[src/rtl/rs_pkg.sv]
package rs_pkg;
  parameter int unsigned TAG_W  = 5;
  parameter int unsigned DATA_W = 16;
  parameter int unsigned ROB_W  = 5;
  parameter int unsigned OP_W   = 4;

  typedef struct packed {
    logic              rdy;
    logic [TAG_W-1:0]  tag;
    logic [DATA_W-1:0] val;
  } rs_opnd_t;

  typedef struct packed {
    logic [ROB_W-1:0] rob;
    logic [OP_W-1:0]  op;
    rs_opnd_t         src1;
    rs_opnd_t         src2;
  } rs_ent_t;

  // capture a broadcast result into a pending operand on tag match
  function automatic rs_opnd_t opnd_snoop(rs_opnd_t o, logic bv,
                                          logic [TAG_W-1:0] bt,
                                          logic [DATA_W-1:0] bd);
    rs_opnd_t r;
    r = o;
    if (!o.rdy && bv && (o.tag == bt)) begin
      r.rdy = 1'b1;
      r.val = bd;
    end
    return r;
  endfunction

  // distance from the oldest in-flight index, modulo the index space
  function automatic logic [ROB_W-1:0] rob_age(logic [ROB_W-1:0] idx,
                                               logic [ROB_W-1:0] head);
    return idx - head;
  endfunction
endpackage

[src/rtl/rs_alloc.sv]
module rs_alloc #(
  parameter int unsigned ENTRIES = 4
) (
  input  logic [ENTRIES-1:0] vld_i,
  output logic [ENTRIES-1:0] free_oh_o,
  output logic               full_o
);
  // lowest-numbered free slot
  always_comb begin
    free_oh_o = '0;
    for (int i = ENTRIES - 1; i >= 0; i--) begin
      if (!vld_i[i]) begin
        free_oh_o    = '0;
        free_oh_o[i] = 1'b1;
      end
    end
  end

  assign full_o = &vld_i;
endmodule

[src/rtl/rs_age_select.sv]
module rs_age_select #(
  parameter int unsigned ENTRIES = 4
) (
  input  logic               clk,
  input  logic               rst_n,
  input  logic [ENTRIES-1:0] alloc_i,
  input  logic [ENTRIES-1:0] cand_i,
  output logic [ENTRIES-1:0] grant_o
);
  // older_q[a][b] = 1 when slot a was filled before slot b
  logic [ENTRIES-1:0][ENTRIES-1:0] older_q, older_d;
  logic                            older_en;

  always_comb begin
    older_d  = older_q;
    older_en = |alloc_i;
    for (int k = 0; k < ENTRIES; k++) begin
      if (alloc_i[k]) begin
        for (int j = 0; j < ENTRIES; j++) begin
          older_d[k][j] = 1'b0;
          older_d[j][k] = (j != k);
        end
      end
    end
  end

  always_ff @(posedge clk or negedge rst_n) begin
    if (!rst_n)        older_q <= '0;
    else if (older_en) older_q <= older_d;
  end

  always_comb begin
    for (int i = 0; i < ENTRIES; i++) begin
      logic blocked;
      blocked = 1'b0;
      for (int j = 0; j < ENTRIES; j++)
        blocked = blocked | (cand_i[j] & older_q[j][i]);
      grant_o[i] = cand_i[i] & ~blocked;
    end
  end

  assert_single_grant_R5: assert property (@(posedge clk) disable iff (!rst_n)
    $onehot0(grant_o));
  assert_grant_progress_R5: assert property (@(posedge clk) disable iff (!rst_n)
    (|cand_i) |-> (|(grant_o & cand_i)));
endmodule

[src/rtl/rs_entry.sv]
module rs_entry
  import rs_pkg::*;
(
  input  logic              clk,
  input  logic              rst_n,
  input  logic              alloc_i,
  input  rs_ent_t           alloc_ent_i,
  input  logic              issue_i,
  input  logic              kill_i,
  input  logic              bc_vld_i,
  input  logic [TAG_W-1:0]  bc_tag_i,
  input  logic [DATA_W-1:0] bc_val_i,
  output logic              vld_o,
  output logic              rdy_o,
  output logic [ROB_W-1:0]  rob_o,
  output logic [OP_W-1:0]   op_o,
  output logic [DATA_W-1:0] v1_o,
  output logic [DATA_W-1:0] v2_o
);
  logic    vld_q, vld_d, ent_en;
  rs_ent_t ent_q, ent_d;

  always_comb begin
    vld_d  = vld_q;
    ent_d  = ent_q;
    ent_en = 1'b0;
    if (alloc_i) begin
      vld_d      = 1'b1;
      ent_en     = 1'b1;
      ent_d      = alloc_ent_i;
      ent_d.src1 = opnd_snoop(alloc_ent_i.src1, bc_vld_i, bc_tag_i, bc_val_i);
      ent_d.src2 = opnd_snoop(alloc_ent_i.src2, bc_vld_i, bc_tag_i, bc_val_i);
    end else if (issue_i || kill_i) begin
      vld_d = 1'b0;
    end else if (vld_q) begin
      ent_en     = 1'b1;
      ent_d.src1 = opnd_snoop(ent_q.src1, bc_vld_i, bc_tag_i, bc_val_i);
      ent_d.src2 = opnd_snoop(ent_q.src2, bc_vld_i, bc_tag_i, bc_val_i);
    end
  end

  always_ff @(posedge clk or negedge rst_n) begin
    if (!rst_n) vld_q <= 1'b0;
    else        vld_q <= vld_d;
  end

  always_ff @(posedge clk) begin
    if (ent_en) ent_q <= ent_d;
  end

  assign vld_o = vld_q;
  assign rdy_o = vld_q & ent_q.src1.rdy & ent_q.src2.rdy;
  assign rob_o = ent_q.rob;
  assign op_o  = ent_q.op;
  assign v1_o  = ent_q.src1.val;
  assign v2_o  = ent_q.src2.val;

  assert_issue_needs_operands_R2: assert property (@(posedge clk) disable iff (!rst_n)
    issue_i |-> (vld_q && ent_q.src1.rdy && ent_q.src2.rdy));
  assert_wakeup_src1_R3: assert property (@(posedge clk) disable iff (!rst_n)
    (vld_q && !issue_i && !kill_i && !ent_q.src1.rdy && bc_vld_i &&
     bc_tag_i == ent_q.src1.tag) |=>
    (ent_q.src1.rdy && ent_q.src1.val == $past(bc_val_i)));
  assert_wakeup_src2_R3: assert property (@(posedge clk) disable iff (!rst_n)
    (vld_q && !issue_i && !kill_i && !ent_q.src2.rdy && bc_vld_i &&
     bc_tag_i == ent_q.src2.tag) |=>
    (ent_q.src2.rdy && ent_q.src2.val == $past(bc_val_i)));
  assert_dispatch_bypass_R4: assert property (@(posedge clk) disable iff (!rst_n)
    (alloc_i && !alloc_ent_i.src1.rdy && bc_vld_i && bc_tag_i == alloc_ent_i.src1.tag)
    |=> ent_q.src1.rdy);
  assert_ready_operand_kept_R10: assert property (@(posedge clk) disable iff (!rst_n)
    (vld_q && !issue_i && !kill_i && ent_q.src1.rdy) |=> $stable(ent_q.src1.val));
  assert_issue_frees_R7: assert property (@(posedge clk) disable iff (!rst_n)
    issue_i |=> !vld_q);
  assert_flush_kills_R9: assert property (@(posedge clk) disable iff (!rst_n)
    kill_i |=> !vld_q);
endmodule

[src/rtl/reservation_station.sv]
module reservation_station
  import rs_pkg::*;
#(
  parameter int unsigned ENTRIES = 4
) (
  input  logic              clk,
  input  logic              rst_n,
  input  logic              disp_valid,
  output logic              disp_ready,
  input  logic [ROB_W-1:0]  disp_rob_idx,
  input  logic [OP_W-1:0]   disp_op,
  input  logic              disp_src1_rdy,
  input  logic [TAG_W-1:0]  disp_src1_tag,
  input  logic [DATA_W-1:0] disp_src1_val,
  input  logic              disp_src2_rdy,
  input  logic [TAG_W-1:0]  disp_src2_tag,
  input  logic [DATA_W-1:0] disp_src2_val,
  input  logic              bcast_valid,
  input  logic [TAG_W-1:0]  bcast_tag,
  input  logic [DATA_W-1:0] bcast_val,
  input  logic              flush_valid,
  input  logic [ROB_W-1:0]  flush_rob_idx,
  input  logic [ROB_W-1:0]  rob_head,
  output logic              issue_valid,
  output logic [ROB_W-1:0]  issue_rob_idx,
  output logic [OP_W-1:0]   issue_op,
  output logic [DATA_W-1:0] issue_src1_val,
  output logic [DATA_W-1:0] issue_src2_val
);
  localparam int unsigned SYNC_STAGES = 2;

  // asynchronous assert, synchronous release
  logic [SYNC_STAGES-1:0] rst_sync_q;
  logic                   rst_core_n;

  always_ff @(posedge clk or negedge rst_n) begin
    if (!rst_n) rst_sync_q <= '0;
    else        rst_sync_q <= {rst_sync_q[SYNC_STAGES-2:0], 1'b1};
  end
  assign rst_core_n = rst_sync_q[SYNC_STAGES-1];

  logic [ENTRIES-1:0] vld_vec, rdy_vec, kill_vec, cand_vec, grant_vec;
  logic [ENTRIES-1:0] free_oh, alloc_vec, clr_vec;
  logic [ROB_W-1:0]   rob_arr [ENTRIES];
  logic [OP_W-1:0]    op_arr  [ENTRIES];
  logic [DATA_W-1:0]  v1_arr  [ENTRIES];
  logic [DATA_W-1:0]  v2_arr  [ENTRIES];
  logic               pool_full, disp_fire;
  logic [ROB_W-1:0]   flush_age;
  rs_ent_t            disp_ent;

  always_comb begin
    disp_ent.rob       = disp_rob_idx;
    disp_ent.op        = disp_op;
    disp_ent.src1.rdy  = disp_src1_rdy;
    disp_ent.src1.tag  = disp_src1_tag;
    disp_ent.src1.val  = disp_src1_val;
    disp_ent.src2.rdy  = disp_src2_rdy;
    disp_ent.src2.tag  = disp_src2_tag;
    disp_ent.src2.val  = disp_src2_val;
  end

  rs_alloc #(.ENTRIES(ENTRIES)) u_alloc (
    .vld_i     (vld_vec),
    .free_oh_o (free_oh),
    .full_o    (pool_full)
  );

  assign disp_ready = ~pool_full;
  assign disp_fire  = disp_valid & disp_ready & ~flush_valid;
  assign alloc_vec  = free_oh & {ENTRIES{disp_fire}};
  assign flush_age  = rob_age(flush_rob_idx, rob_head);

  for (genvar g = 0; g < ENTRIES; g++) begin : g_slot
    rs_entry u_ent (
      .clk         (clk),
      .rst_n       (rst_core_n),
      .alloc_i     (alloc_vec[g]),
      .alloc_ent_i (disp_ent),
      .issue_i     (grant_vec[g]),
      .kill_i      (kill_vec[g]),
      .bc_vld_i    (bcast_valid),
      .bc_tag_i    (bcast_tag),
      .bc_val_i    (bcast_val),
      .vld_o       (vld_vec[g]),
      .rdy_o       (rdy_vec[g]),
      .rob_o       (rob_arr[g]),
      .op_o        (op_arr[g]),
      .v1_o        (v1_arr[g]),
      .v2_o        (v2_arr[g])
    );
    assign kill_vec[g] = flush_valid & vld_vec[g] &
                         (rob_age(rob_arr[g], rob_head) > flush_age);
  end

  assign cand_vec = rdy_vec & ~kill_vec;
  assign clr_vec  = grant_vec | kill_vec;

  rs_age_select #(.ENTRIES(ENTRIES)) u_sel (
    .clk     (clk),
    .rst_n   (rst_core_n),
    .alloc_i (alloc_vec),
    .cand_i  (cand_vec),
    .grant_o (grant_vec)
  );

  always_comb begin
    issue_rob_idx  = '0;
    issue_op       = '0;
    issue_src1_val = '0;
    issue_src2_val = '0;
    for (int i = 0; i < ENTRIES; i++) begin
      if (grant_vec[i]) begin
        issue_rob_idx  = issue_rob_idx  | rob_arr[i];
        issue_op       = issue_op       | op_arr[i];
        issue_src1_val = issue_src1_val | v1_arr[i];
        issue_src2_val = issue_src2_val | v2_arr[i];
      end
    end
  end
  assign issue_valid = |grant_vec;

  assert_alloc_count_R8: assert property (@(posedge clk) disable iff (!rst_core_n)
    disp_fire |=> ($countones(vld_vec) ==
                   $past($countones(vld_vec)) + 1 - $past($countones(clr_vec))));
  assert_full_holds_R8: assert property (@(posedge clk) disable iff (!rst_core_n)
    (!disp_ready && clr_vec == '0) |=> (vld_vec == $past(vld_vec)));
  assert_flush_blocks_dispatch_R9: assert property (@(posedge clk) disable iff (!rst_core_n)
    (flush_valid && clr_vec == '0) |=> (vld_vec == $past(vld_vec)));
endmodule

[config.mk]
export PLATFORM = sky130hd
export DESIGN_NAME = reservation_station
export DESIGN_NICKNAME = d
export VERILOG_FILES = /design/src/rtl/rs_pkg.sv /design/src/rtl/rs_alloc.sv /design/src/rtl/rs_age_select.sv /design/src/rtl/rs_entry.sv /design/src/rtl/reservation_station.sv
export SDC_FILE = /design/constraint.sdc
export NUM_CORES = 1
export LEC_CHECK = 0
export BUFFER_PORTS_ARGS = -buffer_cell sky130_fd_sc_hd__buf_2
export CAP_MARGIN = 20
export CORE_MARGIN = 1.5
export CORE_UTILIZATION = 40
export DETAILED_ROUTE_END_ITERATION = 10
export HOLD_SLACK_MARGIN = 0.1
export PLACE_DENSITY_LB_ADDON = 0.1
export SLEW_MARGIN = 10
export SYNTH_ARGS = -nofsm -noshare
export SYNTH_HDL_FRONTEND = slang
export SYNTH_HIERARCHICAL = 1
export SYNTH_SLANG_ARGS = --single-unit
[constraint.sdc]
create_clock -name clk -period 6.4 [get_ports clk]
set_input_delay 0.64 -clock clk [delete_from_list [all_inputs] [get_ports clk]]
set_output_delay 0.64 -clock clk [all_outputs]
set_load 0.1 [all_outputs]
==> results.sh <==
export IMPL_outcome="complete, no violations"
export IMPL_cts_setup_buffers=0
export IMPL_syn_num_nets=1233
export IMPL_ys_types=52
export IMPL_wl_um=32600
export IMPL_slew_headroom_pct=35.2
export IMPL_dp_slack_ns=0.559
export IMPL_drc=0
export IMPL_overflow=0
export IMPL_p_per_area_nw_per_um2=368
export IMPL_drive_above_1_share_pct=31.3
export IMPL_initial_utilization_pct=40.4
export IMPL_synth_main_ff_cell="edfxtp_1"
export IMPL_avgSynthCellArea_um2=12.6
export IMPL_post_route_period_util_pct=89.7
export IMPL_numCtsBuffers=28
export IMPL_antenna_found_initial=2
export IMPL_crit_path_start_kind="register"
export IMPL_peakVddDrop_mv=0.205
export IMPL_crit_required_ns=5.76
export IMPL_seq_area_frac_synth_pct=49.1
export IMPL_syn_area_um2=13900
export IMPL_cts_resized=0
export IMPL_grt_util_all_layers_pct=18.3
export IMPL_nNetsFinal=1197
export IMPL_clk_latency_ns=0.53
export IMPL_routed_via_count=7916
export IMPL_globalplace_congestion=0.769
export IMPL_dr_pass1_iters=5
export IMPL_via_per_inst=5.13
export IMPL_die_w_um=189
export IMPL_hold_viol_final=0
export IMPL_arrival_ns=5.10
export IMPL_chipHeight_um=189
export IMPL_design_core_area_um2=34400
export IMPL_synth_cells=1105
export IMPL_dp_hpwl_um=21600
export IMPL_area_delta_synth_final_pct=4.56
export IMPL_layout_commonest_cell="edfxtp_1"
export IMPL_async_reset_ff_share_pct=7.83
export IMPL_grt_pass1_vias=8154
export IMPL_max_freq_mhz=174
export IMPL_leakage_uw=0.00571
export IMPL_floorplan_rows=68
export IMPL_setup_violations=0
export IMPL_postRouteAntennaNets=0
export IMPL_drv_cap=0
export IMPL_cts_max_path_buffers=3
export IMPL_critPathKind="register to primary output"
export IMPL_cp_end_kind="primary output"
export IMPL_n_fill_cell=3261
export IMPL_fin_ws_ns=0.661
export IMPL_synth_seq_cells=230
export IMPL_grt_max_degree=43
export IMPL_clock_skew_ns=0.0121
export IMPL_io_pins=132
export IMPL_yosys_warnings=6
export IMPL_clkSinkCount=230
export IMPL_fin_util_pct=42.3
export IMPL_worst_pin_slew_ns=0.968
export IMPL_path_clk_slew_ns=0.06
export IMPL_synth_edf_count=212
export IMPL_io_buffers=131
export IMPL_cts_max_level=1
export IMPL_routedWlPerCell_um=21.2
export IMPL_drv_slew=0
export IMPL_cts_hold_fix_buffers=1
export IMPL_rsz0062_at_grt="false"
export IMPL_root_buffer="clkbuf_16"
export IMPL_tns_ns=0
export IMPL_tritoncts="built"
export IMPL_timing_final_crit_period_ns=5.74
export IMPL_grt_pass1_wl_um=49900
export IMPL_path_max_fanout=35
export IMPL_die_area_um2=35900
export IMPL_drt_iter0_drc=411
export IMPL_antennaDiodeCount=0
export IMPL_final_cell_mix="212 x edfxtp_1, 131 x buf_2, 86 x a22oi_1"
export IMPL_hold_path_class="register to async pin"
export IMPL_totalPowerFinal_uw=5340
[routing by layer]
layer / routed length, um / global-route usage (%) / vias to the layer above
met2: 15700 / 31.3 / 154
met5: 21 / 0 / -
li1: - / - / 3760
met1: 15200 / 25.0 / 3958
met4: 482 / 3.66 / 4
met3: 1250 / 2.47 / 40
[flip-flops by register name (all words and copies together) (netlist names)]
| name | flops |
|---|---|
| g_slot.u_ent/v1_o | 64 |
| g_slot.u_ent/vld_o | 4 |
| rst_sync_q | 2 |
| g_slot.u_ent/op_o | 16 |
| u_sel/older_q | 12 |
| g_slot.u_ent/v2_o | 64 |
| g_slot.u_ent/ent_q | 48 |
| g_slot.u_ent/rob_o | 20 |
[final cells by class]
cell class,instances,area (um2),area share [%]
repair buffers,139,718,4.95
clock inverters,16,109,0.750
multi-input cells,646,5480,37.8
well taps,455,569,3.92
flip-flops and latches,230,6820,46.9
clock buffers,32,737,5.07
inverters,24,90.1,0.620
[synthesized netlist by cell type, types with 2 or more instances]
cell type	number	area (um2)
a31o_2	8	70.1
nand3_1	3	15.0
o31a_1	2	17.5
nand2b_4	2	27.5
ha_1	34	425
o211ai_1	2	15.0
mux2_4	48	721
nor4_1	8	50.1
a21oi_1	10	50.1
edfxtp_1	212	6370
maj3_2	2	22.5
mux2_2	80	901
xnor2_1	56	490
nor2_1	34	128
and2_1	44	275
nand2_1	63	236
o21ai_0	10	50.1
nand2b_1	2	12.5
inv_1	24	90.1
xor2_1	51	447
fa_1	5	100
buf_6	8	90.1
nor3_1	5	25.0
a21o_1	17	128
and3_1	13	81.3
buf_4	164	1230
buf_12	4	80.1
dfrtp_1	18	450
a21oi_2	3	26.3
a31oi_1	3	18.8
clkbuf_1	29	109
o21ai_4	8	130
nand4b_1	2	17.5
nor2b_1	19	119
a22oi_1	86	646
nand4_1	10	62.6
[final timing paths]
path | start | endpoint | slack (ns) | cells after the start
max | g_slot[3].u_ent/rob_o[0] | issue_src1_val[8] | 0.66 | 19
min | rst_sync_q[1] | u_sel/older_q[9] | 0.31 | 0
max reg2reg | g_slot[3].u_ent/rob_o[0] | g_slot[2].u_ent/v1_o[2] | 1.52 | 18
min reg2reg | rst_sync_q[1] | u_sel/older_q[9] | 0.31 | 0
max in group asynchronous | rst_sync_q[1] | u_sel/older_q[7] | 5.63 | 0
min in group clk | disp_op[0] | g_slot[1].u_ent/op_o[0] | 0.33 | 1
[per-stage QoR]
step	area, um2	cells	hold WS (ns)
detailed placement	13700	1493	0.324
finish	14500	1542	0.305
floorplan	13900	1105	0.200
global route	14500	1542	0.314
CTS	14500	1542	0.307
global placement	13700	1493	0.315
[critical path, cell delays in order, from the launching register on]
cell	delay [ns]
edfxtp_1	0.38
inv_1	0.08
ha_1	0.17
inv_1	0.06
fa_1	0.40
a21o_1	0.17
a21oi_1	0.22
xnor2_1	0.11
ha_1	0.31
nand3_1	0.13
nor3_1	0.20
nand2_1	0.08
o211ai_1	0.23
o22ai_2	0.14
a22oi_1	0.16
and3_2	0.83
buf_4	0.31
a22oi_1	0.10
nand2_1	0.07
buf_2	0.42
[power breakdown]
group          switching [uW]  leakage [uW]  internal, uW  total (uW)
Clock                     614      0.000401           857        1470
Combinational            1490       0.00314           482        1980
Sequential               73.7       0.00217          1820        1890
[cell families after synthesis]
kind of cell               Yosys count  synth area share [%]
adders and majority gates           42                  4.02
muxes                              128                  11.7
other                                1                0.0270
AOI/OAI and AO/OA                  156                  8.82
and+or+nand+nor                    211                  7.92
xor gates and xnor gates           108                  6.95
buffers and inverters              229                  11.5
DFF                                230                  49.1
Note: power is estimated with default switching activity, not from simulation.
